$ cat config.mk
export PLATFORM = sky130hd
export DESIGN_NAME = eoi_access_gate
export DESIGN_NICKNAME = d
export VERILOG_FILES = /design/src/rtl/eoi_gate_pkg.sv /design/src/rtl/eoi_lvl1_chain.sv /design/src/rtl/eoi_upper_chain.sv /design/src/rtl/eoi_outcome_reg.sv /design/src/rtl/eoi_access_gate.sv
export SDC_FILE = /design/constraint.sdc
export NUM_CORES = 1
export LEC_CHECK = 0
export ABC_AREA = 1
export BUFFER_PORTS_ARGS = -buffer_cell sky130_fd_sc_hd__buf_2
export CORE_AREA = 2 2 41 43
export DETAILED_ROUTE_END_ITERATION = 10
export DIE_AREA = 0 0 43 45
export PLACE_DENSITY = 0.81
export SYNTH_ARGS = -nofsm -noshare
export SYNTH_HDL_FRONTEND = slang
export SYNTH_SLANG_ARGS = --single-unit
$ cat constraint.sdc
create_clock -name clk -period 0.8 [get_ports clk]
set_input_delay 0.16 -clock clk [delete_from_list [all_inputs] [get_ports clk]]
set_output_delay 0.16 -clock clk [all_outputs]
set_load 0.03 [all_outputs]
$ cat src/rtl/eoi_gate_pkg.sv
`timescale 1ns/1ps
package eoi_gate_pkg;
  localparam int OUTC_N = 5;
  typedef logic [OUTC_N-1:0] oc_t;

  localparam oc_t OC_UNDEF = 5'b00001;
  localparam oc_t OC_TRAP2 = 5'b00010;
  localparam oc_t OC_TRAP3 = 5'b00100;
  localparam oc_t OC_VIRT  = 5'b01000;
  localparam oc_t OC_DO    = 5'b10000;
  localparam oc_t OC_TRAPS = OC_TRAP2 | OC_TRAP3;
endpackage

$ cat src/rtl/eoi_lvl1_chain.sv
`timescale 1ns/1ps
module eoi_lvl1_chain
  import eoi_gate_pkg::*;
(
  input  logic l3_present,
  input  logic l3_is32,
  input  logic in_monitor,
  input  logic route_irq_l3,
  input  logic dbg_undef_prio,
  input  logic dbg_undef,
  input  logic l2_enabled,
  input  logic l2_grp_trap,
  input  logic l2_grp1_trap_all,
  input  logic l2_irq_redirect,
  input  logic sysreg_en,
  output oc_t  oc
);
  // A 32-bit level 3 does not claim routing while the core is in monitor mode.
  logic route_act;
  assign route_act = l3_present & route_irq_l3 & ~(l3_is32 & in_monitor);

  always_comb begin
    if (route_act && dbg_undef_prio)            oc = OC_UNDEF;
    else if (l2_enabled && l2_grp_trap)         oc = OC_TRAP2;
    else if (!sysreg_en)                        oc = OC_UNDEF;
    else if (l2_enabled && l2_grp1_trap_all)    oc = OC_TRAP2;
    else if (l2_enabled && l2_irq_redirect)     oc = OC_VIRT;
    else if (route_act)                         oc = dbg_undef ? OC_UNDEF : OC_TRAP3;
    else                                        oc = OC_DO;
  end
endmodule

$ cat src/rtl/eoi_upper_chain.sv
`timescale 1ns/1ps
module eoi_upper_chain
  import eoi_gate_pkg::*;
(
  input  logic route_act,
  input  logic dbg_undef_prio,
  input  logic dbg_undef,
  input  logic sysreg_en,
  output oc_t  oc
);
  always_comb begin
    if (route_act && dbg_undef_prio) oc = OC_UNDEF;
    else if (!sysreg_en)             oc = OC_UNDEF;
    else if (route_act)              oc = dbg_undef ? OC_UNDEF : OC_TRAP3;
    else                             oc = OC_DO;
  end
endmodule

$ cat src/rtl/eoi_outcome_reg.sv
`timescale 1ns/1ps
module eoi_outcome_reg
  import eoi_gate_pkg::*;
#(
  parameter int                 CLASS_W    = 6,
  parameter logic [CLASS_W-1:0] TRAP_CLASS = CLASS_W'(3)
) (
  input  logic               clk,
  input  logic               rst,
  input  logic               req_valid,
  input  oc_t                oc_next,
  output logic               valid_q,
  output oc_t                oc_q,
  output logic [CLASS_W-1:0] class_q
);
  always_ff @(posedge clk) begin
    if (rst) begin
      valid_q <= 1'b0;
      oc_q    <= '0;
      class_q <= '0;
    end else begin
      valid_q <= req_valid;
      if (req_valid) begin
        oc_q    <= oc_next;
        class_q <= ((oc_next & OC_TRAPS) != '0) ? TRAP_CLASS : '0;
      end
    end
  end

  assert_class_match_R11: assert property (@(posedge clk) disable iff (rst)
    valid_q |-> ((class_q == TRAP_CLASS) == ((oc_q & OC_TRAPS) != '0)));

  assert_idle_hold_R1: assert property (@(posedge clk) disable iff (rst)
    !req_valid |=> (!valid_q && $stable(oc_q) && $stable(class_q)));

  assert_strobe_valid_R1: assert property (@(posedge clk) disable iff (rst)
    req_valid |=> valid_q);
endmodule

$ cat src/rtl/eoi_access_gate.sv
`timescale 1ns/1ps
module eoi_access_gate
  import eoi_gate_pkg::*;
#(
  parameter int                 CLASS_W    = 6,
  parameter logic [CLASS_W-1:0] TRAP_CLASS = CLASS_W'(3)
) (
  input  logic               clk,
  input  logic               rst,
  input  logic               req_valid,
  input  logic [1:0]         priv_lvl,
  input  logic               feat_lvl1_32,
  input  logic               feat_intc,
  input  logic               l3_present,
  input  logic               l3_is32,
  input  logic               in_monitor,
  input  logic               route_irq_l3,
  input  logic               dbg_undef_prio,
  input  logic               dbg_undef,
  input  logic               l2_enabled,
  input  logic               l2_grp_trap,
  input  logic               l2_grp1_trap_all,
  input  logic               l2_irq_redirect,
  input  logic               sysreg_en_l1,
  input  logic               sysreg_en_l2,
  input  logic               sysreg_en_l3,
  output logic               out_valid,
  output logic [OUTC_N-1:0]  outcome,
  output logic [CLASS_W-1:0] trap_class
);
  localparam int N_UPPER = 2;  // levels 2 and 3

  oc_t oc_l1;
  oc_t oc_up [N_UPPER];
  oc_t oc_sel;
  logic feat_ok;
  logic [N_UPPER-1:0] up_route;
  logic [N_UPPER-1:0] up_en;

  assign feat_ok     = feat_lvl1_32 & feat_intc;
  assign up_route[0] = l3_present & route_irq_l3;  // level 2: no monitor exemption
  assign up_route[1] = 1'b0;                       // level 3 owns the routing
  assign up_en       = {sysreg_en_l3, sysreg_en_l2};

  eoi_lvl1_chain u_lvl1 (
    .l3_present       (l3_present),
    .l3_is32          (l3_is32),
    .in_monitor       (in_monitor),
    .route_irq_l3     (route_irq_l3),
    .dbg_undef_prio   (dbg_undef_prio),
    .dbg_undef        (dbg_undef),
    .l2_enabled       (l2_enabled),
    .l2_grp_trap      (l2_grp_trap),
    .l2_grp1_trap_all (l2_grp1_trap_all),
    .l2_irq_redirect  (l2_irq_redirect),
    .sysreg_en        (sysreg_en_l1),
    .oc               (oc_l1)
  );

  for (genvar g = 0; g < N_UPPER; g++) begin : g_upper
    eoi_upper_chain u_chain (
      .route_act      (up_route[g]),
      .dbg_undef_prio (dbg_undef_prio),
      .dbg_undef      (dbg_undef),
      .sysreg_en      (up_en[g]),
      .oc             (oc_up[g])
    );
  end

  always_comb begin
    oc_sel = OC_UNDEF;
    if (feat_ok) begin
      unique case (priv_lvl)
        2'd1:    oc_sel = oc_l1;
        2'd2:    oc_sel = oc_up[0];
        2'd3:    oc_sel = oc_up[1];
        default: oc_sel = OC_UNDEF;
      endcase
    end
  end

  eoi_outcome_reg #(
    .CLASS_W    (CLASS_W),
    .TRAP_CLASS (TRAP_CLASS)
  ) u_reg (
    .clk       (clk),
    .rst       (rst),
    .req_valid (req_valid),
    .oc_next   (oc_sel),
    .valid_q   (out_valid),
    .oc_q      (outcome),
    .class_q   (trap_class)
  );

  assert_onehot_R10: assert property (@(posedge clk) disable iff (rst)
    out_valid |-> ($countones(outcome) == 1));

  assert_feat_undef_R3: assert property (@(posedge clk) disable iff (rst)
    (req_valid && !(feat_lvl1_32 && feat_intc)) |=> (outcome == OC_UNDEF));

  assert_lvl0_undef_R4: assert property (@(posedge clk) disable iff (rst)
    (req_valid && priv_lvl == 2'd0) |=> (outcome == OC_UNDEF));

  assert_lvl3_no_trap_R9: assert property (@(posedge clk) disable iff (rst)
    (req_valid && priv_lvl == 2'd3) |=> ((outcome & (OC_TRAPS | OC_VIRT)) == '0));
endmodule

; ---- Word level (Yosys, flattened, before mapping)
; Index checks and enable logic that the tools add are counted.
; Widths: inputs -> output; s select.
[classes]
eq_ne = 3
mux = 14
bitwise_logic = 5
n_reduce_logical = 6
[op_table]
columns = op, n
row1 = $mux 5, 11
row2 = $pmux 5 s3, 1
row3 = $logic_and 1x1->1, 5
row4 = $reduce_bool 5->1, 1
row5 = $and 1x1->1, 4
row6 = $eq 2x2->1 const B, 2
row7 = $mux 3, 1
row8 = $eq 2x1->1 const B, 1
row9 = $mux 2, 1
row10 = $not 1->1, 1
[totals]
regBits = 12
inputBits = 20
output_inout_bits = 12
wordCells = 31

; ---- Depth between registers and ports, before layout
; Gate-level depths: netlist (run 1).
[depth]
word_depth = 13
mapped_depth = 9
mapped_depth_nobuf = 9

; ---- Modules after synthesis
; Synthesis (run 1) repeated with hierarchy kept, for this count alone.
[unflattened]
hier_cells = 125
hier_area_um2 = 703.2
[by_module_without_submodules]
columns = mod, instances, cells_each, area_each_um2, seq_area_each_um2
row1 = eoi_outcome_reg, 1, 35, 274.0, 140.1
row2 = eoi_access_gate, 1, 38, 185.2, 0.0
row3 = eoi_lvl1_chain, 1, 28, 133.9, 0.0
row4 = eoi_upper_chain, 2, 12, 55.1, 0.0

; ---- Worst setup path before layout (run 1)
; OpenSTA, ideal clock, no wires.
[synth_path]
kind = register -> output
start = reg, netlist name u_reg.class_q[0]
end = out trap_class[1]
arrival_time_ns = 0.719
required_time_ns = 0.640
slack_ns = -0.079
path_stages_with_launch = 2
n_path_buf = 1
cell_sequence = dfxtp_1 buf_4
[synth_lines]
columns = item, line_no
row1 = "end, declared", eoi_access_gate.sv:29  ; output logic [CLASS_W-1:0] trap_class

; ---- Worst setup path in the final report (run 1)
[layout_path]
start = reg u_reg.class_q[0]
end = out trap_class[0]
[layout_lines]
columns = item, line_no
row1 = "start, declared", eoi_outcome_reg.sv:14  ; output logic [CLASS_W-1:0] class_q
row2 = "start signal, assigned", eoi_outcome_reg.sv:25  ; class_q <= ((oc_next & OC_TRAPS) != '0) ? TRAP_CLASS : '0;
; No word-level cell between the ends.

==> impl_metrics.csv, run 1 <==
group,metric,value,unit
global_routing,grt_pass1_vias,551,
clocking,cts.reportedPaths.clkPinSlew,0.05,ns
floorplanning,die_h,45,µm
final_layout,fillerInstances,139,
detailed_routing,drt_iter0_markers,13,
yosys,synthArstFlopShare,0,%
timing,fmax,1110,MHz
place,routabilityCongestion,0.801,
worst_setup_path,path_class,"reg2out",
timing,fin_ws,-0.101,ns
place,dpl.hpwl,1010,µm
worst_setup_path,crit_buf_inv,1,
worst_setup_path,cp-startpoint,"u_reg.class_q[0]",
worst_setup_path,cp-end-kind,"output pin",
final_layout,areaGrowthSynthToFinish,57.5,%
clocking,cts_buffers,3,
detailed_routing,wirelength,1260,µm
timing,rsz0062_at_grt,"true",
timing,finalMaxSlewViolations,0,
place,placed_area,697,µm²
worst_setup_path,reg2regPathDepth,4,
worst_setup_path,endpoint,"trap_class[0]",
yosys,synth_area_leaders,"dfxtp_1, nand2_1, inv_1, buf_4, a21oi_1",
clocking,cts.sinks,7,
place,dp_cells,128,
yosys,synth_enable_flop_cells,0,
worst_setup_path,worstPathRequired,0.64,ns
power_and_ir_drop,peakVddDrop,0.820,mV
yosys,yosysWarningCount,0,
worst_setup_path,worstSetupStartpointType,"flop",
min_path,hp-class,"in2reg",
floorplanning,core,1470,µm²
worst_setup_path,cp_max_fo,3,
yosys,avgSynthCellArea,6.40,µm²
global_routing,overflow,0,
clocking,worst_skew_pair.late_latency,0.25,ns
clocking,cts_hold_buffers,0,
detailed_routing,drc,0,
place,portBuffers,27,
run,cap_violations,0,
timing,finalHoldViolations,0,
final_layout,drive_gt1_share,51.7,%
power_and_ir_drop,power.density,1170,nW/µm²
yosys,synth_most_common_cell,"nand2_1",
place,pre_cts_ws,-0.214,ns
final_layout,postLayoutCellArea,806,µm²
worst_setup_path,worstReg2RegEnd,"u_reg.class_q[0]",
yosys,syn_inst,80,
floorplanning,die-area,1940,µm²
detailed_routing,dr.pass1.iters,4,
global_routing,grt_pass1_wl,2040,µm
detailed_routing,vias,603,
power_and_ir_drop,p_leak,0.419,nW
yosys,synthesis.area,512,µm²
yosys,synth_area_leader_cell,"dfxtp_1",
clocking,cts_max_level,1,
run_status,outcome,"finished with violations",
worst_setup_path,rrSetupSlack,0.10,ns
yosys,netlist_top_cells_count,"nand2_1, inv_1, a21oi_1, dfxtp_1",
timing,setup_violations,8,
worst_setup_path,critical-path-top-delay-family,"flip-flops",
yosys,ys_seq_area_share,27.4,%
worst_setup_path,crit_slowest_cell,"dfxtp_4",
yosys,yosysUniqueCellTypes,20,
final_layout,fin_cells,132,
global_routing,grt_max_degree,8,
floorplanning,row_count,14,
timing,min_period,0.901,ns
floorplanning,start_util,34.8,%
yosys,yosys_most_used_dff,"dfxtp_1",
yosys,ys_ff_latch,7,
timing,period_share,113,%
timing,fin_tns_setup,-0.571,ns
timing,finClkSkew,0,ns
worst_setup_path,critPathMaxStageDelay,0.36,ns
clocking,cts_tree,"yes",
detailed_routing,routed_via_density,4.57,
final_layout,seqCellArea,151,µm²
global_routing,grt_usage,14.0,%
detailed_routing,wire_per_inst,9.52,µm
worst_setup_path,crit_path_cell_trace,"buf_6",
yosys,synth_top_area_share,27.4,%
worst_setup_path,crit_arrival,0.74,ns
run_status,violations,"negative setup slack",
global_routing,antenna_found_initial,0,
final_layout,final_nets,137,
clocking,post-cts-setup-buffer-count,0,
floorplanning,ios,32,
final_layout,diodes,0,
clocking,cts.path.max_buffers,2,
worst_setup_path,critical_path_depth,1,
floorplanning,die_x,43,µm
detailed_routing,antenna_left,0,
final_layout,multi_input_area,322,µm²
worst_setup_path,r2r-start,"u_reg.class_q[0]",
clocking,cts-root-buf,"clkbuf_4",
cell families after synthesis:
kind of cell    count (synthesis)  synth area share, %
compound gates                 14                 18.3
buf+inv                        18                 16.9
simple gates                   40                 36.7
flops                           7                 27.4
other cells                     1                0.733
routing by layer:
metal | vias to the layer above | part of all wire [%] | GRT usage (%)
li1 | 314 | - | -
met3 | 2 | 6.0 | 4.80
met5 | - | 0 | 0
met4 | 0 | 1.1 | 5.45
met1 | 270 | 41 | 14.9
met2 | 17 | 52 | 25.8
cell type report:
type                       count  area share (%)
inverter                      13            6.06
timing repair buffer          34            29.5
multi-input combinational     58            39.9
sequential                     7            18.8
tap                           16            2.48
clock buffer                   4            3.26
cells in the final DEF, fill, tap and decap left out, types with 2 or more instances in the layout:
cell type | synthesis | routed
nand2_1 | 20 | 19
buf_4 | 5 | 7
clkbuf_4 | 0 | 3
a21oi_2 | 3 | 2
nand3_2 | 1 | 2
nand3_1 | 5 | 4
o21ai_2 | 2 | 2
buf_2 | 0 | 19
nor3_1 | 2 | 2
dfxtp_2 | 0 | 6
buf_6 | 0 | 8
nor2_1 | 5 | 4
nand2_2 | 3 | 4
a21oi_1 | 7 | 7
conb_1 | 1 | 4
inv_1 | 12 | 12
power by group:
group	switching [mW]	internal, mW	leakage (nW)	total, mW
clock network	0.127	0.190	0.0150	0.317
logic	0.153	0.112	0.343	0.265
registers	0.00563	0.356	0.0603	0.362
total	0.286	0.658	0.419	0.944
flip-flops by register name (all words and copies together), names as in the netlist:
signal	flops
u_reg.class_q	1
u_reg.oc_q	5
u_reg.valid_q	1
stage by stage:
stage               utilization [%]  hold WS (ns)  power, mW
detailed placement             47.4         0.410      0.610
global route                   54.8         0.140       1.00
finish                         54.8         0.142      0.944
global placement               47.4         0.403      0.604
CTS                            53.1         0.134      0.947
floorplan                         -         0.215      0.513
how the worst min path moves through the flow:
stage / startpoint / cells past startpoint / to
floorplan: rst / 1 / u_reg.class_q[0]
global placement: rst / 2 / u_reg.class_q[0]
detailed placement: rst / 2 / u_reg.class_q[0]
CTS: rst / 2 / u_reg.class_q[0]
global route: rst / 2 / u_reg.class_q[0]
finish: rst / 2 / u_reg.class_q[0]
repair_timing:
item	4_1_cts	5_1_grt
endpoints found under the hold margin	0	0
gates resized for setup	22	6
gates cloned	0	0
pin swaps	0	1
endpoints found under the setup margin	8	12
Power figures use the tool's default switching activity.
==> run 2, diff against run 1 <==
--- a/config.mk
+++ b/config.mk
@@ -7,10 +7,11 @@
 export LEC_CHECK = 0
 export ABC_AREA = 1
 export BUFFER_PORTS_ARGS = -buffer_cell sky130_fd_sc_hd__buf_2
-export CORE_AREA = 2 2 41 43
+export CORE_AREA = 2 2 39 41
 export DETAILED_ROUTE_END_ITERATION = 10
-export DIE_AREA = 0 0 43 45
-export PLACE_DENSITY = 0.81
+export DIE_AREA = 0 0 41 43
+export PLACE_DENSITY = 0.84
+export SLEW_MARGIN = 25
 export SYNTH_ARGS = -nofsm -noshare
 export SYNTH_HDL_FRONTEND = slang
 export SYNTH_SLANG_ARGS = --single-unit
==> constraint.sdc (replaced) <==
create_clock -name clk -period 1.1 [get_ports clk]
set_input_delay 0.22 -clock clk [delete_from_list [all_inputs] [get_ports clk]]
set_output_delay 0.22 -clock clk [all_outputs]
set_load 0.03 [all_outputs]
==> impl_metrics.csv, run 2 (same netlist as run 1, synthesis figures left out) <==
group,metric,value,unit
worst_setup_path,cp_max_fo,3,
detailed_routing,dr.pass1.iters,4,
worst_setup_path,worstPathRequired,0.88,ns
final_layout,regMostFlops,"u_reg.oc_q",
place,placed_area,648,µm²
worst_setup_path,path_class,"reg2out",
worst_setup_path,cp-end-kind,"output pin",
final_layout,fin_cells,126,
worst_setup_path,critPathMaxStageDelay,0.34,ns
worst_setup_path,crit_buf_inv,1,
timing,min_period,1.02,ns
floorplanning,die_x,41,µm
global_routing,grt_usage,14.9,%
timing,finalHoldViolations,0,
timing,period_share,92.4,%
worst_setup_path,worstSetupStartpointType,"flop",
clocking,cts-root-buf,"clkbuf_4",
detailed_routing,drc,0,
final_layout,fin_util,48.7,%
floorplanning,die_h,43,µm
timing,fin_ws,0.0833,ns
detailed_routing,routed_via_density,4.46,
clocking,cts.sinks,7,
run,cap_violations,0,
final_layout,top_regs,"u_reg.oc_q x5, u_reg.class_q x1, u_reg.valid_q x1",
detailed_routing,drt_iter0_markers,9,
final_layout,areaGrowthSynthToFinish,31.8,%
final_layout,layout_commonest_cell,"buf_2",
detailed_routing,antenna_left,0,
worst_setup_path,crit_path_cell_trace,"buf_2",
final_layout,multi_input_area,297,µm²
place,dp_cells,122,
clocking,cts_tree,"yes",
run_status,outcome,"completed",
clocking,worst_skew_pair.late_latency,0.25,ns
timing,setup_violations,0,
clocking,post-cts-setup-buffer-count,0,
timing,fin_tns_setup,0,ns
global_routing,overflow,0,
clocking,cts.path.max_buffers,2,
clocking,cts.reportedPaths.clkPinSlew,0.05,ns
clocking,cts_buffers,3,
final_layout,mostFrequentLayoutCells,"buf_2, nand2_1, inv_1",
detailed_routing,wirelength,1100,µm
place,dpl.hpwl,940,µm
floorplanning,ios,32,
final_layout,fillerInstances,149,
floorplanning,start_util,37.0,%
floorplanning,die-area,1760,µm²
place,routabilityCongestion,0.748,
final_layout,postLayoutCellArea,674,µm²
final_layout,diodes,0,
final_layout,largest_reg_flops,5,
floorplanning,core,1380,µm²
detailed_routing,vias,562,
power_and_ir_drop,peakVddDrop,0.463,mV
timing,whs,0.212,ns
power_and_ir_drop,p_leak,0.376,nW
min_path,hp-class,"in2reg",
global_routing,antenna_found_initial,0,
global_routing,grt_pass1_vias,455,
power_and_ir_drop,power.density,965,nW/µm²
clocking,cts_hold_buffers,0,
timing,rsz0062_at_grt,"false",
global_routing,grt_max_degree,8,
clocking,cts_resized,0,
worst_setup_path,crit_slowest_cell,"dfxtp_1",
place,pre_cts_ws,0.0302,ns
clocking,cts_max_level,1,
power_and_ir_drop,finalPower,651,µW
timing,finClkSkew,0,ns
timing,fmax,984,MHz
timing,finalMaxSlewViolations,0,
final_layout,seqCellArea,140,µm²
detailed_routing,wire_per_inst,8.69,µm
place,portBuffers,27,
final_layout,final_nets,131,
worst_setup_path,critical-path-top-delay-family,"flip-flops",
final_layout,drive_gt1_share,40.0,%
floorplanning,row_count,14,
global_routing,grt_pass1_wl,1740,µm
worst_setup_path,crit_arrival,0.80,ns
==> run 2: changes by cell type in the layout (fill, tap and decap cells not counted), moves of 6 or more <==
cell and change:
buf_2 +8, dfxtp_2 -6, buf_4 -6, dfxtp_1 +7, buf_6 -8
==> run 2: final cells by class <==
class                      count  area share, %
clock buffer                   4           3.90
timing repair buffer          28           21.2
sequential                     7           20.8
multi-input combinational     58           44.0
inverter                      13           7.24
tap                           16           2.97
==> run 2: worst paths after layout <==
check                        start          endpoint  slack (ns)  cells past startpoint
setup / recovery  u_reg.class_q[0]     trap_class[1]        0.08                      1
hold / removal                 rst  u_reg.class_q[0]        0.21                      2
setup reg to reg  u_reg.class_q[0]  u_reg.class_q[0]        0.42                      4
hold reg to reg      u_reg.oc_q[3]     u_reg.oc_q[3]        0.47                      2
==> run 2: per-layer routing <==
metal / global-route usage (%) / vias to the layer above / share of wire, %
met1: 16.5 / 235 / 43
met3: 7.85 / 5 / 7.7
met4: 8.00 / 0 / 2.3
li1: - / 302 / -
met2: 21.9 / 20 / 47
met5: 0 / - / 0
==> run 2: report_power, final <==
part | switching [mW] | internal, mW
clock | 0.0914 | 0.138
sequential | 0.00231 | 0.260
combinational | 0.101 | 0.0574
==> run 3, diff against run 2 <==
--- a/config.mk
+++ b/config.mk
@@ -7,10 +7,10 @@
 export LEC_CHECK = 0
 export ABC_AREA = 1
 export BUFFER_PORTS_ARGS = -buffer_cell sky130_fd_sc_hd__buf_2
-export CORE_AREA = 2 2 39 41
+export CORE_AREA = 2 2 41 43
 export DETAILED_ROUTE_END_ITERATION = 10
-export DIE_AREA = 0 0 41 43
-export PLACE_DENSITY = 0.84
+export DIE_AREA = 0 0 43 45
+export PLACE_DENSITY = 0.81
 export SLEW_MARGIN = 25
 export SYNTH_ARGS = -nofsm -noshare
 export SYNTH_HDL_FRONTEND = slang
==> constraint.sdc (replaced) <==
create_clock -name clk -period 0.9 [get_ports clk]
set_input_delay 0.18 -clock clk [delete_from_list [all_inputs] [get_ports clk]]
set_output_delay 0.18 -clock clk [all_outputs]
set_load 0.03 [all_outputs]
==> impl_metrics.csv, run 3 (same netlist as run 1, synthesis figures left out) <==
group,metric,value,unit
global_routing,grt_pass1_wl,1900,µm
clocking,cts_max_level,1,
place,dp_cells,127,
final_layout,postLayoutCellArea,786,µm²
worst_setup_path,worstReg2RegEnd,"u_reg.class_q[0]",
worst_setup_path,worstSetupStartpointType,"flop",
final_layout,top_regs,"u_reg.oc_q x5, u_reg.class_q x1, u_reg.valid_q x1",
final_layout,diodes,0,
timing,whs,0.167,ns
detailed_routing,drc,0,
clocking,cts-root-buf,"clkbuf_4",
final_layout,largest_reg_flops,5,
worst_setup_path,crit_arrival,0.76,ns
worst_setup_path,path_class,"reg2out",
place,routabilityCongestion,0.808,
timing,finClkSkew,0,ns
timing,period_share,104,%
timing,setup_violations,2,
final_layout,drive_gt1_share,49.6,%
final_layout,areaGrowthSynthToFinish,53.5,%
power_and_ir_drop,finalPower,846,µW
detailed_routing,vias,612,
final_layout,mostFrequentLayoutCells,"nand2_1, buf_2, inv_1",
worst_setup_path,r2r-start,"u_reg.class_q[0]",
worst_setup_path,cp-end-kind,"output pin",
power_and_ir_drop,seq_power_share,38.2,%
place,dpl.hpwl,1080,µm
min_path,hp-class,"in2reg",
final_layout,final_nets,138,
power_and_ir_drop,switchingPower,264,µW
timing,min_period,0.936,ns
final_layout,regMostFlops,"u_reg.oc_q",
worst_setup_path,crit_buf_inv,1,
timing,fin_ws,-0.0358,ns
detailed_routing,dr.pass1.iters,4,
power_and_ir_drop,pwr-share-comb,26.3,%
run_status,outcome,"finished with violations",
final_layout,fillerInstances,152,
floorplanning,ios,32,
timing,rsz0062_at_grt,"true",
power_and_ir_drop,swShare,31.2,%
place,placed_area,686,µm²
final_layout,fin_cells,133,
global_routing,grt_max_degree,8,
min_path,hold_end,"u_reg.class_q[0]",
place,portBuffers,27,
run_status,violations,"negative setup slack",
final_layout,fin_util,53.4,%
floorplanning,row_count,14,
detailed_routing,routed_via_density,4.60,
clocking,cts_buffers,3,
clocking,cts.sinks,7,
global_routing,grt_pass1_vias,503,
floorplanning,core,1470,µm²
clocking,worst_skew_pair.late_latency,0.26,ns
run,cap_violations,0,
floorplanning,start_util,34.8,%
global_routing,grt_usage,13.5,%
worst_setup_path,worstPathRequired,0.72,ns
power_and_ir_drop,intPower,582,µW
worst_setup_path,rrSetupSlack,0.18,ns
min_path,hp-start,"rst",
detailed_routing,drt_iter0_markers,15,
worst_setup_path,crit_slowest_cell,"dfxtp_2",
worst_setup_path,critPathMaxStageDelay,0.36,ns
worst_setup_path,critical-path-top-delay-family,"flip-flops",
detailed_routing,wirelength,1300,µm
timing,finalMaxSlewViolations,0,
global_routing,antenna_found_initial,0,
floorplanning,die-area,1940,µm²
clocking,cts.path.max_buffers,2,
worst_setup_path,cp_max_fo,3,
floorplanning,die_h,45,µm
worst_setup_path,reg2regPathDepth,4,
detailed_routing,antenna_left,0,
global_routing,overflow,0,
power_and_ir_drop,power.density,1080,nW/µm²
floorplanning,die_x,43,µm
power_and_ir_drop,p_leak,0.420,nW
clocking,cts.reportedPaths.clkPinSlew,0.06,ns
min_path,hold_depth,2,
timing,fmax,1070,MHz
detailed_routing,wire_per_inst,9.79,µm
timing,finalHoldViolations,0,
clocking,cts_tree,"yes",
worst_setup_path,crit_path_cell_trace,"buf_6",
final_layout,layout_commonest_cell,"nand2_1",
power_and_ir_drop,peakVddDrop,0.582,mV
power_and_ir_drop,p_clk_share,35.5,%
run 3: cell count changes in the layout (fill, tap and decap cells not counted):
cell	previous run	this run
dfxtp_1	7	0
buf_2	27	19
dfxtp_2	0	7
buf_4	1	8
buf_6	0	8
run 3: per-layer routing:
layer  vias to the layer above  wire, µm  GRT usage (%)
li1                        317         -              -
met1                       269       536           13.2
met2                        21       658           25.2
met3                         5        71           2.40
met4                         0        34           10.9
met5                         -         0              0
run 3: repair_timing:
item	CTS	global route
endpoints found under the setup margin	8	8
buffers inserted	0	2
resized for setup	21	2
hold buffers	0	0
run 3: how the worst max path moves through the flow:
stage | startpoint | to | slack (ns) | cells after the start
6_report | u_reg.class_q[0] | trap_class[0] | -0.04 | 1
5_1_grt | u_reg.class_q[0] | trap_class[0] | -0.05 | 1
4_1_cts | u_reg.class_q[0] | trap_class[1] | -0.04 | 1
3_5_place_dp | dbg_undef_prio | u_reg.oc_q[0] | -0.13 | 6
3_3_place_gp | dbg_undef_prio | u_reg.oc_q[0] | -0.11 | 6
2_1_floorplan | u_reg.class_q[0] | trap_class[1] | 0.001 | 1
run 3: cell type report:
class | instances | area (µm²) | area share, %
well taps | 16 | 20.0 | 2.55
clock buffers | 4 | 26.3 | 3.34
inverters | 13 | 48.8 | 6.21
flip-flops and latches | 7 | 149 | 18.9
multi-input cells | 58 | 297 | 37.7
repair buffers | 35 | 245 | 31.2
run 3: power by group through the flow:
stage,registers [mW],logic (mW),clock network (mW)
floorplan,0.342,0.113,0
global placement,0.327,0.206,0
detailed placement,0.327,0.212,0
CTS,0.323,0.220,0.304
global route,0.324,0.243,0.319
finish,0.323,0.222,0.300
run 3: per-stage QoR:
stage / TNS [ns] / setup WS, ns
floorplan: 0 / 0.00150
global placement: -0.414 / -0.109
detailed placement: -0.517 / -0.132
CTS: -0.0877 / -0.0417
global route: -0.173 / -0.0513
finish: -0.0705 / -0.0358
